File: config.mk
export PLATFORM = sky130hd
export DESIGN_NAME = port_arb_stall
export DESIGN_NICKNAME = d
export VERILOG_FILES = /design/src/rtl/port_arb_pkg.sv /design/src/rtl/port_arbiter.sv /design/src/rtl/stall_ctl.sv /design/src/rtl/stall_counter.sv /design/src/rtl/port_arb_stall.sv
export SDC_FILE = /design/constraint.sdc
export NUM_CORES = 1
export LEC_CHECK = 0
export BUFFER_PORTS_ARGS = -buffer_cell sky130_fd_sc_hd__buf_2
export CAP_MARGIN = 20
export CORE_MARGIN = 4
export CORE_UTILIZATION = 53
export CTS_BUF_LIST = sky130_fd_sc_hd__clkbuf_8
export DETAILED_ROUTE_END_ITERATION = 7
export GPL_ROUTABILITY_DRIVEN = 0
export PLACE_DENSITY = 0.9
export SYNTH_ARGS = -nofsm -noshare
export SYNTH_HDL_FRONTEND = slang
export SYNTH_SLANG_ARGS = --single-unit
File: constraint.sdc
create_clock -name clk -period 5.1 [get_ports clk]
set_clock_uncertainty 0.15 [all_clocks]
set_input_delay 0.765 -clock clk [delete_from_list [all_inputs] [get_ports clk]]
set_output_delay 0.765 -clock clk [all_outputs]
set_load 0.01 [all_outputs]
File: src/rtl/port_arb_pkg.sv
package port_arb_pkg;
  typedef enum logic [0:0] {
    SEL_INSTR = 1'b0,
    SEL_DATA  = 1'b1
  } port_sel_e;

  function automatic logic data_wants(input logic rd, input logic wr);
    return rd | wr;
  endfunction

  function automatic logic conflict(input logic data, input logic fetch);
    return data & fetch;
  endfunction
endpackage

File: src/rtl/port_arbiter.sv
module port_arbiter
  import port_arb_pkg::*;
(
  input  logic mem_rd,
  input  logic mem_wr,
  input  logic fetch_req,
  output logic data_grant,
  output logic fetch_grant,
  output logic port_sel,
  output logic clash
);
  logic data_req;
  port_sel_e sel_e;

  always_comb begin
    data_req    = data_wants(mem_rd, mem_wr);
    data_grant  = data_req;
    fetch_grant = fetch_req & ~data_req;
    clash       = conflict(data_req, fetch_req);
    sel_e       = data_req ? SEL_DATA : SEL_INSTR;
    port_sel    = sel_e;
  end

  always_comb begin
    assert_excl_grant_R3: assert (!(data_grant && fetch_grant));
    assert_sel_data_R1: assert (!(mem_rd || mem_wr) || port_sel);
  end
endmodule

File: src/rtl/stall_ctl.sv
module stall_ctl (
  input  logic clash,
  output logic pc_hold,
  output logic ifid_hold,
  output logic bubble
);
  always_comb begin
    pc_hold   = clash;
    ifid_hold = clash;
    bubble    = clash;
  end
endmodule

File: src/rtl/stall_counter.sv
module stall_counter #(
  parameter int CNT_W = 32
) (
  input  logic             clk,
  input  logic             rst_n,
  input  logic             inc,
  output logic [CNT_W-1:0] count
);
  localparam logic [CNT_W-1:0] ONE = {{(CNT_W-1){1'b0}}, 1'b1};

  always_ff @(posedge clk) begin
    if (!rst_n) count <= '0;
    else if (inc) count <= count + ONE;
  end

  assert_count_step_R8: assert property (@(posedge clk) disable iff (!rst_n)
    inc |=> count == $past(count) + ONE);
  assert_count_hold_R8: assert property (@(posedge clk) disable iff (!rst_n)
    !inc |=> $stable(count));
endmodule

File: src/rtl/port_arb_stall.sv
module port_arb_stall #(
  parameter int CNT_W = 32
) (
  input  logic             clk,
  input  logic             rst_n,
  input  logic             mem_rd,
  input  logic             mem_wr,
  input  logic             fetch_req,
  output logic             data_grant,
  output logic             fetch_grant,
  output logic             port_sel,
  output logic             pc_hold,
  output logic             ifid_hold,
  output logic             bubble,
  output logic [CNT_W-1:0] stall_count
);
  logic clash;

  port_arbiter arb_i (
    .mem_rd(mem_rd), .mem_wr(mem_wr), .fetch_req(fetch_req),
    .data_grant(data_grant), .fetch_grant(fetch_grant),
    .port_sel(port_sel), .clash(clash)
  );

  stall_ctl ctl_i (
    .clash(clash), .pc_hold(pc_hold), .ifid_hold(ifid_hold), .bubble(bubble)
  );

  stall_counter #(.CNT_W(CNT_W)) cnt_i (
    .clk(clk), .rst_n(rst_n), .inc(pc_hold), .count(stall_count)
  );

  always_comb begin
    assert_stall_on_clash_R4: assert (!(fetch_req && (mem_rd || mem_wr)) || (pc_hold && ifid_hold && bubble));
    assert_no_stall_idle_R5: assert ((mem_rd || mem_wr) || !(pc_hold || ifid_hold || bubble));
    assert_fetch_gated_R3: assert (!fetch_grant || (fetch_req && !mem_rd && !mem_wr));
  end
endmodule

==> flow_summary_export.csv <==
group,metric,value,unit
clock_network,cts_tree,"done",
power_and_ir_drop,internal_power,346,uW
cells_and_area,syn_to_final_growth,15.7,%
outcome,outcome,"complete, no violations",
timing,fin_crit,2.74,ns
global_route,grt_max_degree,41,
timing,fmax,0.365,GHz
cells_and_area,reg.largest.list,"cnt_i.count (32)",
clock_network,clk_latency,0.28,ns
timing,fin_crit_sh,53.7,%
cells_and_area,largest_reg_flops,32,
placement,hpwl,2470,um
timing,worst_pin_slew,0.902,ns
global_route,grt_pass1_wl,6270,um
clock_network,post_cts_buffers,0,
power_and_ir_drop,p_sw_share,22.6,%
die,io_pins,43,
power_and_ir_drop,powerDensity,244,nW/um^2
synthesis,synth_nets,195,
cells_and_area,final_cell_mix,"buf_2, dfxtp_1, a21oi_1",
timing,drv_slew,0,
cells_and_area,regMostFlops,"cnt_i.count",
route,viasPerCell,6.16,
worst_hold_path,hold_start,"cnt_i.count[22]",
placement,place_ws,2.36,ns
synthesis,ys_warn_count,0,
synthesis,ys_seq_area_share,40.5,%
route,drc_errors,0,
critical_path,r2r_start,"cnt_i.count[5]",
die,fp.dieArea,3920,um^2
clock_network,hold_buffers,0,
die,rows,19,
clock_network,cts_resized,0,
die,die_h,62.6,um
route,drtAntennaViolNets,0,
timing,slew_headroom,39.8,%
global_route,grt_overflow,0,
critical_path,worstPathMaxFanout,9,
placement,placed_cell_area,1760,um^2
critical_path,worstSetupEndpointType,"output port",
cells_and_area,n_antenna_cell,0,
global_route,grt_pass1_vias,1399,
timing,grt_setup_unrepaired,"false",
route,first_pass_iters,4,
clock_network,htreeDepth,2,
clock_network,cts_sinks,32,
clock_network,root_buffer,"clkbuf_8",
critical_path,worstPathRequired,4.18,ns
critical_path,critPathLaunch,"mem_wr",
die,chipWidth,62.6,um
timing,worst_slack,2.36,ns
route,drt_iter0_markers,66,
power_and_ir_drop,vdd_drop_max,169,uV
worst_hold_path,hold_path_class,"reg2reg",
synthesis,synth_cell_types,32,
critical_path,arrival,1.83,ns
synthesis,syn_inst,189,
die,start_util,56.4,%
cells_and_area,drive_gt1_share,22.9,%
critical_path,crit_type,"in2out",
global_route,gr-usage-all-layers,19.3,%
timing,setup_tns,0,ns
cells_and_area,fin_nets,231,
route,wirelength,3720,um
synthesis,syn_area_per_cell,8.37,um^2
synthesis,ys_ff_latch,32,
die,core_area,2810,um^2
clock_network,cts-buffers-inserted,5,
power_and_ir_drop,p_seq_share,56.8,%
cells_and_area,fill_cells,251,
critical_path,cp-start-kind,"primary input",
clock_network,clk_pin_slew,0.06,ns
global_route,antenna_found_initial,0,
placement,portBuffers,42,
synthesis,netlist_area,1580,um^2
route,dr_total_vias,1564,
cells_and_area,final_cell_area,1830,um^2
job,drv_cap,0,
timing,setup_violations,0,
power_and_ir_drop,leakagePower,0.000683,uW
timing,hold_violations,0,
power_and_ir_drop,switching_power,101,uW
power_and_ir_drop,clkPwrFrac,38.7,%
timing,fin_hold_ws,0.343,ns
cells_and_area,layout_commonest_cell,"buf_2",
route,wl_per_cell,14.6,um
power_and_ir_drop,comb_power_share,4.5,%
clock_network,cts_buffer_depth,2,
path summary, 6_finish.rpt:
check | cells after the start | slack, ns | to
worst max-delay path | 4 | 2.36 | ifid_hold
worst min-delay path | 2 | 0.34 | cnt_i.count[22]
worst max register to register | 4 | 2.74 | cnt_i.count[26]
worst min register to register | 2 | 0.34 | cnt_i.count[22]
cell type report:
cell class | count | area, um^2 | area share (%)
well taps | 31 | 38.8 | 2.12
inverters | 8 | 30.0 | 1.64
repair buffers | 42 | 210 | 11.5
flip-flops and latches | 32 | 641 | 35.0
multi-input cells | 136 | 843 | 46.0
clock buffers | 5 | 68.8 | 3.76
Yosys cell counts, drive strengths merged:
cell     n  area [um^2]
nor3     1         5.00
buf      6         42.5
or4     17          131
nand2   13         48.8
nor4     4         25.0
o31ai   16          120
nand2b   2         12.5
and4     3         26.3
o21ai    6         30.0
a21oi   22          110
clkinv   1         3.75
xnor2    5         43.8
or3      5         31.3
nor2    10         37.5
xor2     3         26.3
and3     3         18.8
ha       1         12.5
dfxtp   32          641
nand3    9         50.1
clkbuf   7         26.3
inv      7         26.3
and2     2         12.5
nand4   11         75.1
or2      1         6.26
mux2i    2         20.0
worst max-delay path: stages:
cell and delay (ns):
buf_2 0.10, o21ai_1 0.37, clkinv_1 0.35, buf_2 0.23
cell families after synthesis:
kind of cell / Yosys count / share of synthesized area (%)
buf+inv: 21 / 6.24
xor+xnor: 8 / 4.43
flops: 32 / 40.5
mux: 2 / 1.26
compound gates: 44 / 16.4
fa+ha+maj: 1 / 0.790
simple gates: 81 / 30.4
layer usage:
metal	routed length, um	track usage [%]
met5	0	0
met4	61	6.06
met3	194	6.29
met2	1830	32.5
met1	1640	23.3
metrics by stage:
step	std cells	utilization, %	power (uW)
after global placement	249	62.8	279
after global routing	254	65.3	462
after floorplan	189	-	273
final	254	65.3	447
after detailed placement	249	62.8	280
after CTS	254	65.3	448
power by group through the flow:
stage               Combinational (uW)  Clock, uW  Sequential, uW
floorplan                         13.7          0             260
global placement                  20.0          0             259
detailed placement                20.4          0             259
CTS                               20.4        174             254
global route                      22.2        186             254
finish                            20.2        173             254
(Power assumes the default switching activity.)
